$ cat config.mk
export PLATFORM = sky130hd
export DESIGN_NAME = fact_regs
export DESIGN_NICKNAME = d
export VERILOG_FILES = /design/src/rtl/fact_regs.sv
export SDC_FILE = /design/constraint.sdc
export NUM_CORES = 1
export LEC_CHECK = 0
export CAP_MARGIN = 40
export CORE_MARGIN = 2
export CORE_UTILIZATION = 48
export DETAILED_ROUTE_END_ITERATION = 16
export GPL_TIMING_DRIVEN = 0
export PLACE_DENSITY = 0.75
export SYNTH_ARGS = -nofsm -noshare
export SYNTH_HDL_FRONTEND = slang
export SYNTH_SLANG_ARGS = --single-unit
$ cat constraint.sdc
create_clock -name clk -period 11.4 [get_ports clk]
set_input_delay 2.28 -clock clk [delete_from_list [all_inputs] [get_ports clk]]
set_output_delay 2.28 -clock clk [all_outputs]
set_load 0.03 [all_outputs]
$ cat src/rtl/fact_regs.sv
module fact_regs #(
  parameter int ADDR_W = 8,
  parameter logic [31:0] ID_WORD = 32'h010000ED
) (
  input  logic              clk,
  input  logic              rst,
  input  logic              bus_sel,
  input  logic              bus_we,
  input  logic [ADDR_W-1:0] bus_addr,
  input  logic [3:0]        bus_size,
  input  logic [31:0]       bus_wdata,
  output logic [31:0]       bus_rdata,
  output logic              fact_irq
);
  localparam logic [ADDR_W-1:0] OFS_ID   = ADDR_W'('h00);
  localparam logic [ADDR_W-1:0] OFS_SCR  = ADDR_W'('h04);
  localparam logic [ADDR_W-1:0] OFS_OPND = ADDR_W'('h08);
  localparam logic [ADDR_W-1:0] OFS_STAT = ADDR_W'('h20);
  localparam logic [ADDR_W-1:0] LOW_TOP  = ADDR_W'('h80);
  localparam int IEN_BIT = 7;

  logic [31:0] scr_inv, opnd, acc, cnt;
  logic        busy, ien;

  wire size_ok = (bus_addr >= LOW_TOP) || (bus_size == 4'd4);
  wire wr_ok   = bus_sel && bus_we && size_ok;
  wire done    = busy && (cnt == 32'd0);

  always_ff @(posedge clk) begin
    if (rst) begin
      scr_inv  <= '0;
      opnd     <= '0;
      acc      <= 32'd1;
      cnt      <= '0;
      busy     <= 1'b0;
      ien      <= 1'b0;
      fact_irq <= 1'b0;
    end else begin
      fact_irq <= done && ien;
      if (busy) begin
        if (done) begin
          opnd <= acc;
          busy <= 1'b0;
        end else begin
          acc <= acc * cnt;
          cnt <= cnt - 32'd1;
        end
      end
      if (wr_ok) begin
        unique case (bus_addr)
          OFS_SCR:  scr_inv <= ~bus_wdata;
          OFS_OPND: if (!busy) begin
                      opnd <= bus_wdata;
                      cnt  <= bus_wdata;
                      acc  <= 32'd1;
                      busy <= 1'b1;
                    end
          OFS_STAT: ien <= bus_wdata[IEN_BIT];
          default: ;
        endcase
      end
    end
  end

  always_comb begin
    bus_rdata = '1;
    if (bus_sel && !bus_we && size_ok) begin
      unique case (bus_addr)
        OFS_ID:   bus_rdata = ID_WORD;
        OFS_SCR:  bus_rdata = scr_inv;
        OFS_OPND: bus_rdata = opnd;
        OFS_STAT: bus_rdata = {24'd0, ien, 6'd0, busy};
        default:  bus_rdata = '1;
      endcase
    end
  end

  AST_OPND_HELD: assert property (@(posedge clk) disable iff (rst)
    (busy && cnt != 32'd0) |=> $stable(opnd));
  AST_ACC_SEED: assert property (@(posedge clk) disable iff (rst)
    $rose(busy) |-> acc == 32'd1);
  AST_CNT_STEP: assert property (@(posedge clk) disable iff (rst)
    (busy && cnt != 32'd0) |=> (cnt == $past(cnt) - 32'd1) && busy);
  AST_IRQ_AT_END: assert property (@(posedge clk) disable iff (rst)
    fact_irq |-> (!busy && $past(busy)));
  AST_IRQ_NEEDS_EN: assert property (@(posedge clk) disable iff (rst)
    fact_irq |-> $past(ien));
  AST_IRQ_PULSE: assert property (@(posedge clk) disable iff (rst)
    fact_irq |=> !fact_irq);
endmodule

==> impl_metrics.env <==
export IMPL_syn_nets=2955
export IMPL_final_common_cell="fa_1"
export IMPL_route_met2_wl_mm=31.1
export IMPL_hp_class="flop to flop"
export IMPL_dp_cells=3060
export IMPL_avgRoutedWirePerCell_um=23.3
export IMPL_rows=77
export IMPL_final_setup_tns_ns=0
export IMPL_vias=17865
export IMPL_wl_met3_mm=8.93
export IMPL_crit_fanout=10
export IMPL_fin_crit_sh=0.790
export IMPL_synth_area_mux_share=0.0182
export IMPL_firstDrtPassIters=8
export IMPL_hold_viol=0
export IMPL_drc=0
export IMPL_synth_edff_count=0
export IMPL_dp_hpwl_mm=57.7
export IMPL_yosysUniqueCellTypes=66
export IMPL_mostFrequentLayoutCells="408 x fa_1, 391 x inv_1, 312 x and2_1"
export IMPL_yosys_warnings=0
export IMPL_drt_iter0_drc=1761
export IMPL_first_global_vias=19000
export IMPL_path_class="flop to flop"
export IMPL_routed_top_layer="met5"
export IMPL_final_nets=3068
export IMPL_via_per_inst=5.77
export IMPL_period_minus_slack_ns=9.01
export IMPL_ir_worst_vdd_mv=0.123
export IMPL_end_kind="flop"
export IMPL_cts_buffers=17
export IMPL_cts_tree="built"
export IMPL_cts_root_buf="clkbuf_16"
export IMPL_grt_usage=0.317
export IMPL_hold_buffers=0
export IMPL_synth_top_family_by_area="adder cells"
export IMPL_syn_area_mm2=0.0215
export IMPL_post_cts_resized=0
export IMPL_path_clk_slew_ns=0.06
export IMPL_layout_setup_ws_ns=2.39
export IMPL_outcome="completed"
export IMPL_place_worst_setup_slack_ns=2.68
export IMPL_synth_async_reset_ratio=0
export IMPL_dieArea_mm2=0.0466
export IMPL_portBuffers=78
export IMPL_antenna_found_initial=2
export IMPL_wl_mm=72.1
export IMPL_gr_total_overflow=0
export IMPL_wl_met1_mm=26.6
export IMPL_start_util=0.487
export IMPL_cap_violations=0
export IMPL_skew_ns=0.0122
export IMPL_p_total_mw=1.06
export IMPL_tightest_slew_ns=1.02
export IMPL_insertion_delay_ns=0.44
export IMPL_grt_pass1_wl_mm=111
export IMPL_cp_start_kind="flop"
export IMPL_fin_cells=3094
export IMPL_arrival_ns=9.36
export IMPL_critical_path_required_ns=11.75
export IMPL_power_density_mw_per_mm2=44.4
export IMPL_dieWidth_um=216
export IMPL_htree_levels=4
export IMPL_slew_headroom=0.319
export IMPL_postRouteAntennaNets=0
export IMPL_avgSynthCellArea_um2=9.06
export IMPL_syn_inst=2375
export IMPL_gp_congestion=1.03
export IMPL_io_pins=81
export IMPL_clock_fmax_mhz=111
export IMPL_grt_max_degree=17
export IMPL_drv_slew=0
export IMPL_die_y_um=216
export IMPL_finalSetupViolations=0
export IMPL_core_area_mm2=0.0442
export IMPL_ys_seq_area_frac=0.122
export IMPL_layout_drive_gt1_share=0.0360
export IMPL_synth_xor_area_frac=0.0446
export IMPL_syn_to_final_growth_pct=10.7
export IMPL_post_cts_buffers=0
export IMPL_ys_flop_type="dfxtp_1"
export IMPL_cts_sinks=131
export IMPL_synth_simple_gate_area_frac=0.181
export IMPL_clockBufferDepth=2
export IMPL_synthAdderAreaFrac=0.451
export IMPL_power_leakage_nw=10.9
export IMPL_synth_seq_cells=131
export IMPL_rsz0062_at_grt="false"
export IMPL_synth_compound_area_frac=0.0849
stage by stage:
stage	instance area, um^2	hold slack [ns]	utilization
finish	23800	0.499	0.539
detailed placement	23200	0.494	0.525
CTS	23800	0.503	0.539
floorplan	21500	0.445	-
global placement	23000	0.477	0.521
global route	23800	0.516	0.539
routing by layer:
| metal | vias to the layer above | GRT usage |
|---|---|---|
| met5 | - | 0 |
| met4 | 2 | 0.190 |
| met3 | 310 | 0.0943 |
| met2 | 1112 | 0.482 |
| met1 | 8904 | 0.400 |
| li1 | 7537 | - |
Yosys cell counts, drive strengths merged (4+ instances only):
cell type	n	share of area
xnor2	76	0.031
fa	408	0.38
a221o	32	0.015
a311o	4	0.0019
o21bai	35	0.012
nor4	7	0.0036
buf	27	0.0065
nor4b	6	0.0043
nand2b	7	0.0020
and2	312	0.091
nor3	17	0.0042
ha	124	0.072
o31ai	6	0.0021
and3	8	0.0023
mux2i	38	0.018
nand3	20	0.0049
nand2	279	0.049
a21o	9	0.0031
clkbuf	134	0.023
xor2	31	0.013
a211oi	38	0.013
o21ai	22	0.0051
and4	5	0.0022
a21oi	102	0.024
inv	391	0.068
nor2	62	0.011
dfxtp	131	0.12
state kept, by name, indices dropped and copies added, names as in the netlist:
name and cells:
opnd 32, cnt 32, fact_irq 1, acc 32, scr_inv 32, ien 1
busy 1
critical path: stages (launching register included):
cell and delay [ns]:
dfxtp_1 0.33, clkbuf_1 0.63, clkbuf_1 0.72, and2_1 0.25
fa_1 0.42, inv_1 0.09, fa_1 0.42, fa_1 0.50
fa_1 0.55, inv_1 0.06, fa_1 0.51, inv_1 0.06
fa_1 0.54, inv_1 0.05, fa_1 0.52, fa_1 0.44
ha_1 0.28, clkbuf_1 0.19, and3_1 0.25, and3_1 0.27
and4_1 0.22, a32oi_1 0.45, a21oi_1 0.18, a211oi_1 0.54
xnor2_1 0.18, nand2_1 0.07, a21oi_1 0.20
power breakdown:
group,total [mW],leakage [nW],internal [mW],switching (mW)
combinational,0.0413,9.52,0.0202,0.0211
clock,0.559,0.276,0.310,0.250
sequential,0.458,1.05,0.458,0.000218
worst paths after layout:
kind                    from          to  slack, ns  cells past startpoint
setup reg to reg     acc[14]     acc[31]       2.39                     26
hold reg to reg   scr_inv[5]  scr_inv[5]       0.50                      2
hold / removal    scr_inv[5]  scr_inv[5]       0.50                      2
setup / recovery     acc[14]     acc[31]       2.39                     26
cells by family after synthesis:
logic type      count (synthesis)
simple gates                  744
fa+ha+maj                     532
compound gates                269
mux                            39
buf+inv                       552
xor+xnor                      108
flops                         131
cell type report:
cell class | count | area (um^2)
Sequential cell | 131 | 2620
Clock inverter | 15 | 163
Inverter | 391 | 1470
Tap cell | 592 | 741
Antenna cell | 1 | 2.50
Clock buffer | 17 | 425
Fill cell | 3962 | 20400
Timing Repair Buffer | 94 | 970
Buffer | 161 | 642
Multi-Input combinational cell | 1692 | 16800
No activity file was read; power rests on OpenSTA's default activity.
